## src/rtl/shared_prescaler.sv

```systemverilog
module shared_prescaler #(
  parameter int CNT_W = 10
) (
  input  logic       clk,
  input  logic       rst_n,
  input  logic       wr_en,
  input  logic [7:0] wr_data,
  input  logic [2:0] cs0,
  input  logic [2:0] cs1,
  input  logic       ext0,
  input  logic       ext1,
  output logic       ce0,
  output logic       ce1,
  output logic       halted,
  output logic       cap_src,
  output logic [7:0] ctrl_rd
);
  localparam int NCH = 2;

  logic             sync_mode, cap_sel, psr;
  logic [CNT_W-1:0] cnt;
  logic [NCH-1:0]   ext_in, ce_v;
  logic [2:0]       cs_in [NCH];

  assign ext_in   = {ext1, ext0};
  assign cs_in[0] = cs0;
  assign cs_in[1] = cs1;

  always_ff @(posedge clk or negedge rst_n)
    if (!rst_n) begin
      sync_mode <= 1'b0;
      cap_sel   <= 1'b0;
      psr       <= 1'b0;
    end else if (wr_en) begin
      sync_mode <= wr_data[7];
      cap_sel   <= wr_data[6];
      psr       <= wr_data[0];
    end else if (!sync_mode) begin
      psr <= 1'b0;
    end

  always_ff @(posedge clk or negedge rst_n)
    if (!rst_n)   cnt <= '0;
    else if (psr) cnt <= '0;
    else          cnt <= cnt + 1'b1;

  function automatic logic tap(input logic [CNT_W-1:0] c, input int b);
    logic [CNT_W-1:0] m;
    m = (CNT_W'(1) << b) - CNT_W'(1);
    return (c & m) == m;
  endfunction

  for (genvar g = 0; g < NCH; g++) begin : g_ch
    logic s1, s2, s3, sel;
    always_ff @(posedge clk or negedge rst_n)
      if (!rst_n) {s3, s2, s1} <= 3'b000;
      else        {s3, s2, s1} <= {s2, s1, ext_in[g]};

    always_comb
      case (cs_in[g])
        3'd1:    sel = 1'b1;
        3'd2:    sel = tap(cnt, 3);
        3'd3:    sel = tap(cnt, 6);
        3'd4:    sel = tap(cnt, 8);
        3'd5:    sel = tap(cnt, 10);
        3'd6:    sel = s3 & ~s2;
        3'd7:    sel = s2 & ~s3;
        default: sel = 1'b0;
      endcase

    assign ce_v[g] = sel & ~psr;

    p_div1_r6: assert property (@(posedge clk) disable iff (!rst_n)
      (cs_in[g] == 3'd1 && !halted) |-> ce_v[g]);
    p_ext_single_r8: assert property (@(posedge clk) disable iff (!rst_n)
      (cs_in[g][2:1] == 2'b11 && ce_v[g]) |=> (!ce_v[g] || !$stable(cs_in[g])));
    p_stop_r10: assert property (@(posedge clk) disable iff (!rst_n)
      (cs_in[g] == 3'd0) |-> !ce_v[g]);
  end

  assign ce0     = ce_v[0];
  assign ce1     = ce_v[1];
  assign halted  = psr;
  assign cap_src = cap_sel;
  assign ctrl_rd = {sync_mode, cap_sel, 5'b00000, psr};

  p_halt_blocks_r5: assert property (@(posedge clk) disable iff (!rst_n)
    halted |-> (ce0 == 1'b0 && ce1 == 1'b0));
  p_self_clear_r3: assert property (@(posedge clk) disable iff (!rst_n)
    (!sync_mode && !wr_en) |=> !halted);
  p_sticky_r4: assert property (@(posedge clk) disable iff (!rst_n)
    (sync_mode && !wr_en) |=> $stable(halted));
  p_cnt_restart_r9: assert property (@(posedge clk) disable iff (!rst_n)
    halted |=> (cnt == '0));
  p_reserved_r2: assert property (@(posedge clk) disable iff (!rst_n)
    ctrl_rd[5:1] == 5'b00000);
endmodule

```

## config.mk

```make
export PLATFORM = sky130hd
export DESIGN_NAME = shared_prescaler
export DESIGN_NICKNAME = d
export VERILOG_FILES = /design/src/rtl/shared_prescaler.sv
export SDC_FILE = /design/constraint.sdc
export NUM_CORES = 1
export LEC_CHECK = 0
export BUFFER_PORTS_ARGS = -buffer_cell sky130_fd_sc_hd__buf_4
export CAP_MARGIN = 20
export CORE_ASPECT_RATIO = 1.1
export CORE_MARGIN = 3
export CORE_UTILIZATION = 50
export CTS_CLUSTER_SIZE = 8
export DETAILED_ROUTE_END_ITERATION = 7
export PLACE_DENSITY = 0.79
export SYNTH_ARGS = -nofsm -noshare
export SYNTH_HDL_FRONTEND = slang
export SYNTH_SLANG_ARGS = --single-unit
export TNS_END_PERCENT = 50
```

## constraint.sdc

```tcl
create_clock -name clk -period 2.9 [get_ports clk]
set_input_delay 0.58 -clock clk [delete_from_list [all_inputs] [get_ports clk]]
set_output_delay 0.58 -clock clk [all_outputs]
set_load 0.02 [all_outputs]
```

# Yosys cells after proc, flatten, opt, wreduce, memory -nomap -nowiden
# Index checks and enable logic that the tools add are counted.
[op_classes] add_sub_neg=1 eq_ne=19 muxes=5 bitwise=11
[op_table] cell="equality test 3 bit (second input constant)" n=9
[op_table] cell="one-hot mux 1 bit (7 select lines)" n=2
[op_table] cell="equality test 3 x 2 -> 1 bit (second input constant)" n=4
[op_table] cell="adder 10 x 1 -> 10 bit (second input constant)" n=1
[op_table] cell="equality test 10 bit (second input constant)" n=1
[op_table] cell="two-way mux 10 bit" n=1
[op_table] cell="equality test 8 bit (second input constant)" n=1
[op_table] cell="bitwise AND 1 bit" n=6
[op_table] cell="equality test 3 x 1 -> 1 bit (second input constant)" n=2
[op_table] cell="equality test 6 bit (second input constant)" n=1
[op_table] cell="inverter 1 bit" n=5
[op_table] cell="two-way mux 1 bit" n=2
[op_table] cell="inequality test 2 bit (second input constant)" n=1
[word_totals] ff_bits=19 output_inout_bits=12

# Depth between registers and ports, before layout
# Gate-level depths: netlist of run 1.
[logic_depth] word_depth=4 depth_mapped=5 ltp_nobuf=5

# Worst setup path before layout of run 1
# OpenSTA, ideal clock, no wires.
[synth_path] path_type="input-to-output" start="input port cs0[0]" end="output port ce0" arrival_ps=1658 required_ps=2320 setup_slack_ps=662 path_stages=4 path_cell_list="nand2_1 -> o22ai_1 -> a22oi_1 -> o311ai_0"
[synth_between] elab_chain_cells=3 word_cells_on_any_way=9 classes_between="eq/ne: 7; mux: 1; bitwise: 1"
[synth_lines] item="from (decl)" line="8" rtl="input logic [2:0] cs0,"
[synth_lines] item="equality test 3 bit (tied with other cells)" line="60" rtl="case (cs_in[g])"
[synth_lines] item="one-hot mux 1 bit (7 select lines) *" line="60"
[synth_lines] item="bitwise AND 1 bit *" line="71" rtl="assign ce_v[g] = sel & ~psr;"
[synth_lines] item="to (decl)" line="12" rtl="output logic ce0,"
# Mark *: on every way between the ends. The rest lies on a longest branch, timed or not.

# Worst setup path after layout of run 1
[layout_path] start="register cnt[0]" end="output port ce1"
[layout_between] elab_chain_cells=3 word_cells_on_any_way=6 classes_between="eq/ne: 4; mux: 1; bitwise: 1"
[layout_lines] item="from (decl)" line="21" rtl="logic [CNT_W-1:0] cnt;"
[layout_lines] item="from (signal assigned)" line="45" rtl="else cnt <= cnt + 1'b1;"
[layout_lines] item="equality test 10 bit (tied with other cells)" line="50" rtl="return (c & m) == m;"
[layout_lines] item="one-hot mux 1 bit (7 select lines) *" line="60"
[layout_lines] item="bitwise AND 1 bit *" line="71"
[layout_lines] item="to (decl)" line="13" rtl="output logic ce1,"
# Marked as above.

==> results by stage, run 1 <==
Status:
- The flow ran to the end, and the final reports show no timing, DRC or antenna violations.

Route:
- The detailed router finished its first iteration with 6 violations.
- The routed length per placed instance is 13.5 um.
- The detailed-routing iteration count for the pre-antenna-repair pass is 4.
- The count of antenna-violating nets left after detailed routing is 0.
- The final wirelength is 1670 um.
- Summing over every cut layer, the via total after detailed routing is 693.
- The detail-routed via count per cell is 5.59.
- In the routed design, unresolved DRC markers number 0.

Global route:
- For this run, the total global-route usage over all layers was measured as 17.1%.
- The pin count of the biggest net entering global routing is 20.
- The first global-routing pass estimated 2820 um of wire.
- The number of antenna violations at the first check in global routing is 0.
- The aggregate global routing overflow is 0.
- The via count of the first global-routing pass is 683.

Setup path:
- The signal on the critical path passes through ha_1 > ha_1 > nor3b_1 > o31ai_1 > a31oi_1 > buf_4.
- The kind of critical path is register to primary output.
- The signal arrival time at the worst endpoint is 1870 ps.
- The sum of buffers and inverters on the critical path is 1.
- The cell that appears most often on the critical path is sky130_fd_sc_hd__ha_1.
- At the worst endpoint, the required time is 2320 ps.
- The critical path launch point type is a register.
- The delay of the slowest critical-path stage is 430 ps.
- The worst-path maximum fanout is 4.
- On the critical path, the stage with the largest delay is an instance of sky130_fd_sc_hd__dfrtp_1.
- STA classifies the critical path endpoint as a primary output.
- The gate family responsible for the most delay along the worst path is adder cells.

Floorplan:
- The total number of placement rows is 15.
- The overall die area is 2420 um^2.
- The top-level port count is 31.
- The total core area is 1670 um^2.
- The die is 51.3 um tall.
- Once the floorplan was initialized, standard cells occupied 55.9% of the core.
- In this run the horizontal extent of the chip is 47.2 um.

Timing:
- For the final database, setup skew stands at 3.12 ps.
- The ratio of final minimum period to clock period is 84.4%.
- The hold slack is 120 ps.
- The final period demand of the worst path is 2450 ps.
- The final sum of negative setup slack is 0 ps.
- The count of final hold-check violations was 0.
- The number of max-slew violations in the final report is 0.
- Setup violations remaining at the end of the flow were counted as 0.
- For this run, the top clock speed supported by timing is 408 MHz.
- Setup repair after global routing left no endpoint under its margin.

Yosys:
- The synthesis-stage register bit count is 19.
- Yosys instantiated no cell more often than sky130_fd_sc_hd__dfrtp_1.
- The async set-or-reset flop fraction in the synthesized netlist is 100%.
- By area the synthesized netlist is led by sky130_fd_sc_hd__dfrtp_1, sky130_fd_sc_hd__buf_4, sky130_fd_sc_hd__xor2_1.
- The sequential cell area fraction in the yosys report is 50.9%.
- The post-synthesis cell area is 933 um^2.
- The most used flip-flop cell after synthesis is sky130_fd_sc_hd__dfrtp_1.
- The synthesized netlist contains 32 unique library cells.
- Each instance of the synthesized netlist takes up on average 10.6 um^2.
- The cell count after synthesis is 88.
- The cell type with the largest total area after synthesis is sky130_fd_sc_hd__dfrtp_1.
- Summed over its instances, the top area cell type makes up 50.9% of the synthesized netlist area.
- During synthesis, Yosys emitted a total of 0 warnings.
- The number of flops mapped to enable cells by yosys is 0.
- Sorting the synthesized cells by how often they occur yields sky130_fd_sc_hd__dfrtp_1, sky130_fd_sc_hd__nor2_1, sky130_fd_sc_hd__buf_4, sky130_fd_sc_hd__nand2_1, sky130_fd_sc_hd__xor2_1.

Clock network:
- The post-CTS setup buffer count is 0.
- For this design, the CTS-stage hold fixing added 0 buffers.
- CTS built an H-tree with a depth of 1.
- The clock-pin transition on the worst setup and hold timing paths is 110 ps.
- The cell sitting at the root of the clock tree is a sky130_fd_sc_hd__clkbuf_4.
- TritonCTS built the clock tree.
- The maximum buffer depth of the clock tree is 2.
- The TritonCTS sink count is 19.
- The clock buffer count from CTS is 3.
- The source-to-sink clock delay at the later pin of the worst-skew pair is 310 ps.
- The number of cells upsized or downsized after cts is 0.

Power and ir drop:
- The worst-case IR drop observed on VDD is 0.000347 V.
- The cell area power density is 510 nW/um^2.
- The leakage power figure is 0.498 nW.

Final layout:
- The area of all placed cells without fillers is 1080 um^2.
- The post-layout net count is 129.
- The signed area change from the synthesized netlist to the final layout is 16.2%.
- The number of antenna repair diodes is 0.
- The multi-input combinational cells in the finished layout cover a total of 400 um^2.
- Of the cells placed in the final design, the portion with a size suffix greater than 1 is 27.1%.
- The finished layout holds 124 standard cells, fillers aside.
- The total area of sequential cells is 475 um^2.
- After filler insertion, the fill cell instance count of the layout stands at 140.
- The utilization of the core after routing is 64.9%.

Placed design:
- The HPWL after detailed placement is 1250 um.
- In this run, placement finished with an instance count of 120.
- In this run the tool buffered the top-level ports with 20 buffer cells.
- At the end of routability-driven placement, the weighted congestion stood at 0.835.
- The cell area reported after detailed placement is 1050 um^2.

Min path:
- The worst min-delay path category is input port to asynchronous set/reset pin.

Run:
- Across the run, the number of max-cap violations was 0.
==> logic make-up (layout without fill, tap and decap cells) <==
kind of cell / after synthesis / count (layout) / synth area share, %
compound gates: 12 / 12 / 8.18
buf+inv: 11 / 26 / 7.77
other cells: 1 / 5 / 0.402
mux: 2 / 2 / 2.41
flops: 19 / 19 / 50.9
xor+xnor: 6 / 6 / 5.63
fa+ha+maj: 2 / 2 / 2.68
simple gates: 35 / 35 / 22.0
==> state kept, by name, indices dropped and copies added, names as in the netlist <==
signal	count
sync_mode	1
cap_src	1
g_ch.s2	2
halted	1
g_ch.s1	2
cnt	10
g_ch.s3	2
==> stage by stage <==
stage,power [mW],setup slack (ps)
2_1_floorplan,0.381,662
3_3_place_gp,0.413,839
3_5_place_dp,0.419,791
4_1_cts,0.562,422
5_1_grt,0.592,347
6_report,0.553,451
==> worst paths after layout <==
check | from | end | slack [ps] | cells past startpoint
min reg2reg | g_ch[1].s1 | g_ch[1].s2 | 360 | 0
min in group clk | g_ch[1].s1 | g_ch[1].s2 | 360 | 0
max | cnt[0] | ce1 | 450 | 6
max reg2reg | cnt[0] | cnt[6] | 1540 | 4
min | rst_n | cnt[4] | 120 | 1
max in group asynchronous | rst_n | cnt[8] | 2580 | 1
==> power breakdown <==
group / switching [mW] / internal (mW)
Clock: 0.0874 / 0.0527
Sequential: 0.0255 / 0.290
Combinational: 0.0490 / 0.0477
Total: 0.162 / 0.391
==> per-layer routing <==
| layer | global-route usage (%) | part of all wire (%) |
|---|---|---|
| met4 | 8.29 | 2.3 |
| met1 | 18.9 | 41 |
| met5 | 0 | 0 |
| met3 | 6.34 | 6.4 |
| met2 | 27.8 | 51 |
==> area by class of cell <==
class	instances	area share, %
Clock inverter	1	0.692
Multi-Input combinational cell	62	36.9
Inverter	2	0.692
Tap cell	17	1.96
Clock buffer	3	2.08
Sequential cell	19	43.8
Timing Repair Buffer	20	13.8
==> worst reg2reg max path, delay by kind of cell (launching register included) <==
family	cells	cell delay, ps
simple gates	2	530
flops	1	410
fa+ha+maj	1	210
compound gates	1	140
==> cell usage in the layout, fill, tap and decap left out, drive strengths merged, types with 3 or more instances in the layout <==
master | synthesis | final
xor2 | 4 | 4
nand2 | 8 | 8
nand3 | 3 | 3
dfrtp | 19 | 19
nor3b | 3 | 3
o31ai | 3 | 3
o21ai | 3 | 3
buf | 9 | 20
conb | 1 | 5
nor2 | 9 | 9
clkbuf | 0 | 3
Note: power is estimated with default switching activity, not from simulation.
==> run 2: changes to the inputs <==
--- a/config.mk
+++ b/config.mk
@@ -9,10 +9,10 @@
 export CAP_MARGIN = 20
 export CORE_ASPECT_RATIO = 1.1
 export CORE_MARGIN = 3
-export CORE_UTILIZATION = 50
+export CORE_UTILIZATION = 44
 export CTS_CLUSTER_SIZE = 8
 export DETAILED_ROUTE_END_ITERATION = 7
-export PLACE_DENSITY = 0.79
+export PLACE_DENSITY = 0.74
 export SYNTH_ARGS = -nofsm -noshare
 export SYNTH_HDL_FRONTEND = slang
 export SYNTH_SLANG_ARGS = --single-unit
==> constraint.sdc (replaced) <==
create_clock -name clk -period 2.1 [get_ports clk]
set_input_delay 0.42 -clock clk [delete_from_list [all_inputs] [get_ports clk]]
set_output_delay 0.42 -clock clk [all_outputs]
set_load 0.02 [all_outputs]
==> run 2 against run 1 <==
Flip-flop and latch count is the same. Worst hold slack gained 100 ps. Count of clock-buffer cells in the layout grew 1.
==> results by stage, run 2 (same netlist as run 1, synthesis figures left out) <==
Setup path:
- The worst-path maximum fanout was 2 (-2).
- The critical path launch point type is a register.
- The gate family responsible for the most delay along the worst path is flip-flops.
- The number of cells on the worst reg-to-reg path is 6 (+2).
- The delay of the slowest critical-path stage is 430 ps (about the same).
- The signal arrival time at the worst endpoint was 1680 ps (-190 ps).
- The sum of buffers and inverters on the critical path was 1 (unchanged).
- The kind of critical path is register to primary output.
- The dominant cell type by count on the critical path is sky130_fd_sc_hd__ha_4.
- STA classifies the critical path endpoint as a primary output.
- The slowest stage of the critical path belongs to the cell sky130_fd_sc_hd__dfrtp_1.
- The cell count along the critical path was 6 (unchanged).
- The required time at the worst-slack endpoint is 1680 ps (-640 ps).
- Walking the worst path, the cells encountered are ha_4 > ha_4 > nor3b_1 > o31ai_1 > a31oi_1 > buf_4.

Floorplan:
- The total core area was 1880 um^2 (+13%).
- The die height is 54.3 um (+5.8%).
- The overall die area is 2710 um^2 (+12%).
- The starting density of the core is 49.6% (-6.3 points).
- The width of the die is 49.9 um (+5.8%).
- The total number of placement rows is 16 (+1).
- The top-level port count is 31 (unchanged).

Final layout:
- The top cell types in the final layout, fill and taps aside, are sky130_fd_sc_hd__buf_4, sky130_fd_sc_hd__dfrtp_1, sky130_fd_sc_hd__nor2_1, sky130_fd_sc_hd__nand2_1, sky130_fd_sc_hd__conb_1.
- The post-layout net count came to 134 (+3.9%).
- The number of flip-flops under the largest register name came to 10 (unchanged).
- The number of antenna repair diodes was 0 (unchanged).
- The commonest non-fill, non-tap cell in the layout is sky130_fd_sc_hd__buf_4.
- The register ranked first by flip-flop count is cnt.
- The fraction of layout cells with a size suffix above 1 was 32.1% (+5.0 points).
- The number of filler instances in the final layout is 175 (+25%).
- The area growth from synthesis to layout is 25.7%.

Timing:
- The post-layout worst setup margin was 2.11 ps (-449 ps).
- The fmax is 477 MHz.
- Subtracting the final worst setup slack from the clock period gives 2100 ps.
- The ratio of final minimum period to clock period is 99.9%.
- The number of max-slew violations in the final report is 0 (unchanged).
- Setup repair after global routing could not meet its margin everywhere.
- The setup skew after layout is 2.77 ps (-0.349 ps).
- The hold slack is 224 ps (+104 ps).
- The count of final hold-check violations is 0 (unchanged).
- The setup-violating endpoint count in the final report is 0 (unchanged).

Route:
- The number of DRC markers after the initial detailed-route iteration is 7 (+1).
- The routed length per placed instance is 12.7 um (-5.6%).
- The detail-routed via count per cell is 5.12 (-8.3%).
- The detailed-routing iteration count for the pre-antenna-repair pass is 4 (unchanged).
- The count of antenna-violating nets left after detailed routing is 0 (unchanged).
- The number of vias in the routed layout was 712 (+2.7%).
- The final wirelength was 1770 um (+5.8%).
- The remaining routing DRC violations is 0 (unchanged).

Global route:
- The number of antenna violations at the first check in global routing was 0 (unchanged).
- The wire length of the first global-routing pass is 2960 um (+4.9%).
- The aggregate global routing overflow is 0 (unchanged).
- The global-route usage over all layers is 14.6% (-2.5 points).
- The via count of the first global-routing pass came to 705 (+3.2%).
- The pin count of the biggest net entering global routing is 20 (unchanged).

Status:
- The run finished with clean final reports.

Min path:
- Along the worst hold path, the cell count comes to 1.
- The worst hold path belongs to the class input port to register.

Placed design:
- The pre-CTS setup slack is 154 ps (-637 ps).
- The HPWL after detailed placement is 1300 um (+4.4%).
- The routability congestion estimate from global placement is 0.802 (-4.0%).
- The total of buffers placed on input and output ports is 20 (unchanged).

Power and ir drop:
- The cell area power density is 699 nW/um^2 (+37%).
- The net load switching power is 0.239 mW (+47%).
- The proportion of power drawn by the clock network is 22.0% (-3.3 points).
- The share of power burned in registers is 54.2% (-3.0 points).
- The design internal power is 0.581 mW (+49%).
- The leakage power figure is 0.523 nW (+5.0%).
- The switching fraction of total power was 29.1% (-0.18 points).
- The power share of the combinational group is 23.7% (+6.2 points).
- The peak supply drop is 0.000543 V (+57%).

Clock network:
- The clock-pin transition on the worst setup and hold timing paths is 100 ps (about the same).
- The CTS tree is yes.
- The root buffer cell chosen for the clock tree is sky130_fd_sc_hd__clkbuf_4.
- The maximum level of the CTS H-tree came to 1 (unchanged).
- The TritonCTS sink count is 19 (unchanged).
- The maximum buffer depth of the clock tree is 2 (unchanged).
- The source-to-sink clock delay at the later pin of the worst-skew pair is 290 ps (-20 ps).
- The clock buffer count from CTS is 3 (unchanged).

Run:
- The number of max-cap violations is 0 (unchanged).
## run 2: timing repair
action	4_1_cts	5_1_grt
gates resized for setup	6	2
buffers inserted	2	1
hold buffers	1	0
endpoints found under the setup margin	2	2
pin swaps	4	0
endpoints found under the hold margin	19	0
## run 2: path summary, 6_finish.rpt
kind	from	end	slack, ps
worst max-delay path	cnt[0]	ce1	2
worst min-delay path	ext1	g_ch[1].s1	220
worst max register to register	cnt[1]	cnt[9]	730
worst min register to register	g_ch[0].s1	g_ch[0].s2	360
max in group asynchronous	rst_n	cnt[4]	1390
min in group asynchronous	rst_n	cnt[3]	520
## run 2: metal layers
layer	wire length, um	up-vias	track usage, %	share of wire [%]
met5	0	-	0	0
met2	910	20	27.1	52
met4	28	0	8.29	1.6
li1	-	345	-	-
met3	96	4	2.18	5.4
met1	731	343	16.3	41
## run 2: worst reg2reg max path, stage by stage (launching register included)
cell,delay [ps]
sky130_fd_sc_hd__dfrtp_1,410
sky130_fd_sc_hd__buf_4,130
sky130_fd_sc_hd__buf_4,100
sky130_fd_sc_hd__and4_1,220
sky130_fd_sc_hd__nor3b_2,210
sky130_fd_sc_hd__xnor2_1,140
sky130_fd_sc_hd__nor2_1,60
## run 2: power by group through the flow
stage          registers (mW)  logic (mW)  clock network (mW)
2_1_floorplan           0.438      0.0886                   0
3_3_place_gp            0.437       0.137                   0
3_5_place_dp            0.440       0.145                   0
4_1_cts                 0.445       0.183               0.188
5_1_grt                 0.450       0.216               0.197
6_report                0.445       0.195               0.181
## run 2: layout make-up
type | count | area [um^2] | area share [%]
Inverter | 2 | 7.51 | 0.640
Sequential cell | 19 | 475 | 40.5
Timing Repair Buffer | 25 | 190 | 16.2
Clock buffer | 4 | 26.3 | 2.24
Tap cell | 27 | 33.8 | 2.88
Multi-Input combinational cell | 62 | 440 | 37.5
## run 2: through the flow
step           area [um^2]  total power [mW]  setup TNS (ps)  util [%]  cells
2_1_floorplan          948             0.526               0         -     92
3_3_place_gp          1070             0.574               0      57.1    131
3_5_place_dp          1070             0.586               0      57.1    131
4_1_cts               1160             0.817           -16.8      61.7    138
5_1_grt               1170             0.863            -151      62.4    139
6_report              1170             0.820               0      62.4    139
==> run 3: changes to the inputs <==
--- a/config.mk
+++ b/config.mk
@@ -9,10 +9,11 @@
 export CAP_MARGIN = 20
 export CORE_ASPECT_RATIO = 1.1
 export CORE_MARGIN = 3
-export CORE_UTILIZATION = 44
+export CORE_UTILIZATION = 45
+export CTS_BUF_LIST = sky130_fd_sc_hd__clkbuf_8
 export CTS_CLUSTER_SIZE = 8
 export DETAILED_ROUTE_END_ITERATION = 7
-export PLACE_DENSITY = 0.74
+export PLACE_DENSITY = 0.75
 export SYNTH_ARGS = -nofsm -noshare
 export SYNTH_HDL_FRONTEND = slang
 export SYNTH_SLANG_ARGS = --single-unit
==> run 3 against run 2 <==
Non-clock buffer count is the same. Die area down 2.0%. Clock power is 35% higher. Flip-flop and latch count did not move. Via count is 1.4% lower. First-iteration DRC count down 14%. Maximum frequency grew 1.3%. Largest power group unchanged. Critical endpoint is now ce0. Wire length up 3.2%. Total power rose by 7.1%.
==> results by stage, run 3 (same netlist as run 1, synthesis figures left out) <==
Status:
- The run finished with clean final reports.

Global route:
- The peak-usage layer in the global routing report is met2.
- The met1 routing resource usage after global routing is 16.0% (-0.24 points).
- The global routing met2 resource utilization is 28.3% (+1.3 points).
- The wire length of the first global-routing pass is 3030 um (+2.3%).
- The pin count of the biggest net entering global routing is 20 (unchanged).
- The aggregate global routing overflow is 0 (unchanged).
- The via count of the first global-routing pass is 731 (+3.7%).
- The fraction of met3 tracks used by global routing was 3.88% (+1.7 points).
- The global-route usage over all layers is 15.5% (+0.93 points).
- The number of antenna violations at the first check in global routing is 0 (unchanged).

Floorplan:
- The die height came to 53.8 um (-0.99%).
- The width of the die is 49.4 um (-0.98%).
- The total number of placement rows is 16 (unchanged).
- The total core area came to 1860 um^2 (-1.1%).
- The starting density of the core is 50.1% (+0.53 points).
- The overall die area is 2660 um^2 (-2.0%).
- The top-level port count was 31 (unchanged).

Final layout:
- The library cell used most frequently in the layout, excluding fill and tap cells, is sky130_fd_sc_hd__buf_4.
- The fraction of layout cells with a size suffix above 1 came to 35.7% (+3.6 points).
- The post-layout net count came to 134 (unchanged).
- cnt holds more flip-flops than any other register.
- The number of antenna repair diodes is 0 (unchanged).
- The signed area change from the synthesized netlist to the final layout is 31.2%.
- Leaving out fill and tap cells, the most frequent cells in the layout are sky130_fd_sc_hd__buf_4, sky130_fd_sc_hd__dfrtp_1, sky130_fd_sc_hd__nor2_1, sky130_fd_sc_hd__nand2_1, sky130_fd_sc_hd__conb_1.
- The non-filler instance count after layout is 139 (unchanged).
- The area of all placed cells without fillers was 1220 um^2 (+4.4%).
- The number of flip-flops under the largest register name is 10 (unchanged).

Setup path:
- The delay of the slowest critical-path stage is 400 ps (-30 ps).
- The slowest stage of the critical path belongs to the cell sky130_fd_sc_hd__dfrtp_1.
- The cell family contributing the most delay on the critical path is flip-flops.
- The kind of end point of the critical path is a primary output.
- The worst register-to-register path ends at cnt[6].
- The required time at the worst-slack endpoint is 1680 ps (about the same).
- The startpoint of the lowest-slack register-to-register path is cnt[1].
- The kind of critical path is register to primary output.
- The sum of buffers and inverters on the critical path is 1 (unchanged).
- Walking the worst path, the cells encountered are ha_4 > nand3_4 > o31ai_4 > nand4b_1 > o311ai_0 > buf_4.
- The flop-to-flop setup slack was 660 ps (-70 ps).
- The worst-path maximum fanout is 5 (+3).
- The critical path launch point type is a register.
- The number of cells on the worst reg-to-reg path is 5 (-1).
- The signal arrival time at the worst endpoint is 1650 ps (-30 ps).

Route:
- The routed length per placed instance is 13.1 um (+3.2%).
- The remaining routing DRC violations is 0 (unchanged).
- The final wirelength is 1820 um (+3.2%).
- The number of vias in the routed layout came to 702 (-1.4%).
- The count of antenna-violating nets left after detailed routing is 0 (unchanged).
- The detailed-routing iteration count for the pre-antenna-repair pass is 4 (unchanged).
- The number of DRC markers after the initial detailed-route iteration is 6 (-1).
- The detail-routed via count per cell was 5.05 (-1.4%).

Clock network:
- The CTS tree is yes.
- The maximum buffer depth of the clock tree is 2 (unchanged).
- The clock-pin transition on the worst setup and hold timing paths came to 70 ps (-30 ps).
- The clock root buffer is sky130_fd_sc_hd__clkbuf_8.
- The source-to-sink clock delay at the later pin of the worst-skew pair is 260 ps (-30 ps).
- The maximum level of the CTS H-tree was 1 (unchanged).
- The clock buffer count from CTS is 3 (unchanged).
- The TritonCTS sink count is 19 (unchanged).

Timing:
- The number of max-slew violations in the final report is 0 (unchanged).
- The ratio of final minimum period to clock period is 98.6% (-1.3 points).
- The final period demand of the worst path came to 2070 ps (-26.4 ps).
- The count of final hold-check violations came to 0 (unchanged).
- The hold slack came to 22.7 ps (-202 ps).
- The setup skew after layout was 5.79 ps (+3.01 ps).
- The setup-violating endpoint count in the final report is 0 (unchanged).
- The fmax came to 483 MHz (+1.3%).

Power and ir drop:
- The proportion of power drawn by the clock network is 28.0% (+6.0 points).
- The leakage power figure came to 0.540 nW (+3.2%).
- The switching fraction of total power came to 28.3% (-0.86 points).
- The power share of the combinational group is 21.0% (-2.7 points).
- The total power of the final layout is 0.878 mW (+7.1%).
- The peak supply drop is 0.000705 V (+30%).
- The net load switching power came to 0.248 mW (+3.9%).
- The cell area power density was 717 nW/um^2 (+2.6%).
- The share of power burned in registers is 51.0% (-3.2 points).
- The design internal power is 0.630 mW (+8.4%).

Placed design:
- The total of buffers placed on input and output ports is 20 (unchanged).
- The cell total after placement is 131 (unchanged).
- The routability congestion estimate from global placement was 0.812 (+1.3%).
- The HPWL after detailed placement is 1240 um (-4.6%).
- The cell area reported after detailed placement is 1070 um^2 (unchanged).

Run:
- The number of max-cap violations is 0 (unchanged).

Min path:
- The worst min-delay path category is input port to asynchronous set/reset pin.
## run 3: power by group through the flow
| stage | Clock [mW] | Sequential, mW | Combinational (mW) |
|---|---|---|---|
| floorplan | 0 | 0.438 | 0.0886 |
| global placement | 0 | 0.438 | 0.133 |
| detailed placement | 0 | 0.442 | 0.137 |
| CTS | 0.255 | 0.439 | 0.150 |
| global route | 0.267 | 0.453 | 0.203 |
| finish | 0.245 | 0.448 | 0.185 |
## run 3: worst register-to-register path, delay by kind of cell, from the launching register on
family	cells	cell delay [ps]
buffers and inverters	1	180
adder cells (fa/ha/maj)	1	180
flip-flops	1	400
AO/OA/AOI/OAI	1	140
AND/OR/NAND/NOR	2	470
## run 3: how the worst max path moves through the flow
| stage | startpoint | endpoint | slack [ps] | cells past startpoint |
|---|---|---|---|---|
| after floorplan | cnt[0] | ce0 | 90 | 4 |
| after global placement | cnt[0] | ce1 | 200 | 6 |
| after detailed placement | cnt[0] | ce1 | 200 | 6 |
| after CTS | cnt[0] | ce1 | -2 | 6 |
| after global routing | cnt[1] | ce0 | -40 | 6 |
| final | cnt[1] | ce0 | 30 | 6 |
## run 3: layer usage
metal / part of all wire, % / up-vias
met2: 51 / 23
met5: 0 / -
met4: 1.9 / 0
met1: 41 / 338
li1: - / 339
met3: 6.4 / 2
## run 3: layout make-up
cell class | count | area (um^2)
multi-input cells | 62 | 475
fillers | 153 | 637
inverters | 2 | 7.51
flip-flops and latches | 19 | 475
repair buffers | 25 | 188
well taps | 27 | 33.8
clock buffers | 3 | 41.3
clock inverters | 1 | 3.75
## run 3: repair_timing
| item | CTS | global route |
|---|---|---|
| endpoints found under the setup margin | 2 | 2 |
| pin swaps | 0 | 3 |
| resized for setup | 4 | 9 |
| setup buffers | 1 | 3 |
| hold buffers | 0 | 0 |
## run 3: stage by stage
| stage | TNS [ps] | setup WS (ps) | util [%] |
|---|---|---|---|
| after global placement | 0 | 202 | 57.7 |
| after floorplan | 0 | 92.5 | - |
| after global routing | -35.2 | -35.2 | 65.8 |
| after detailed placement | 0 | 201 | 57.7 |
| after CTS | -1.70 | -1.70 | 61.5 |
| final | 0 | 28.5 | 65.8 |
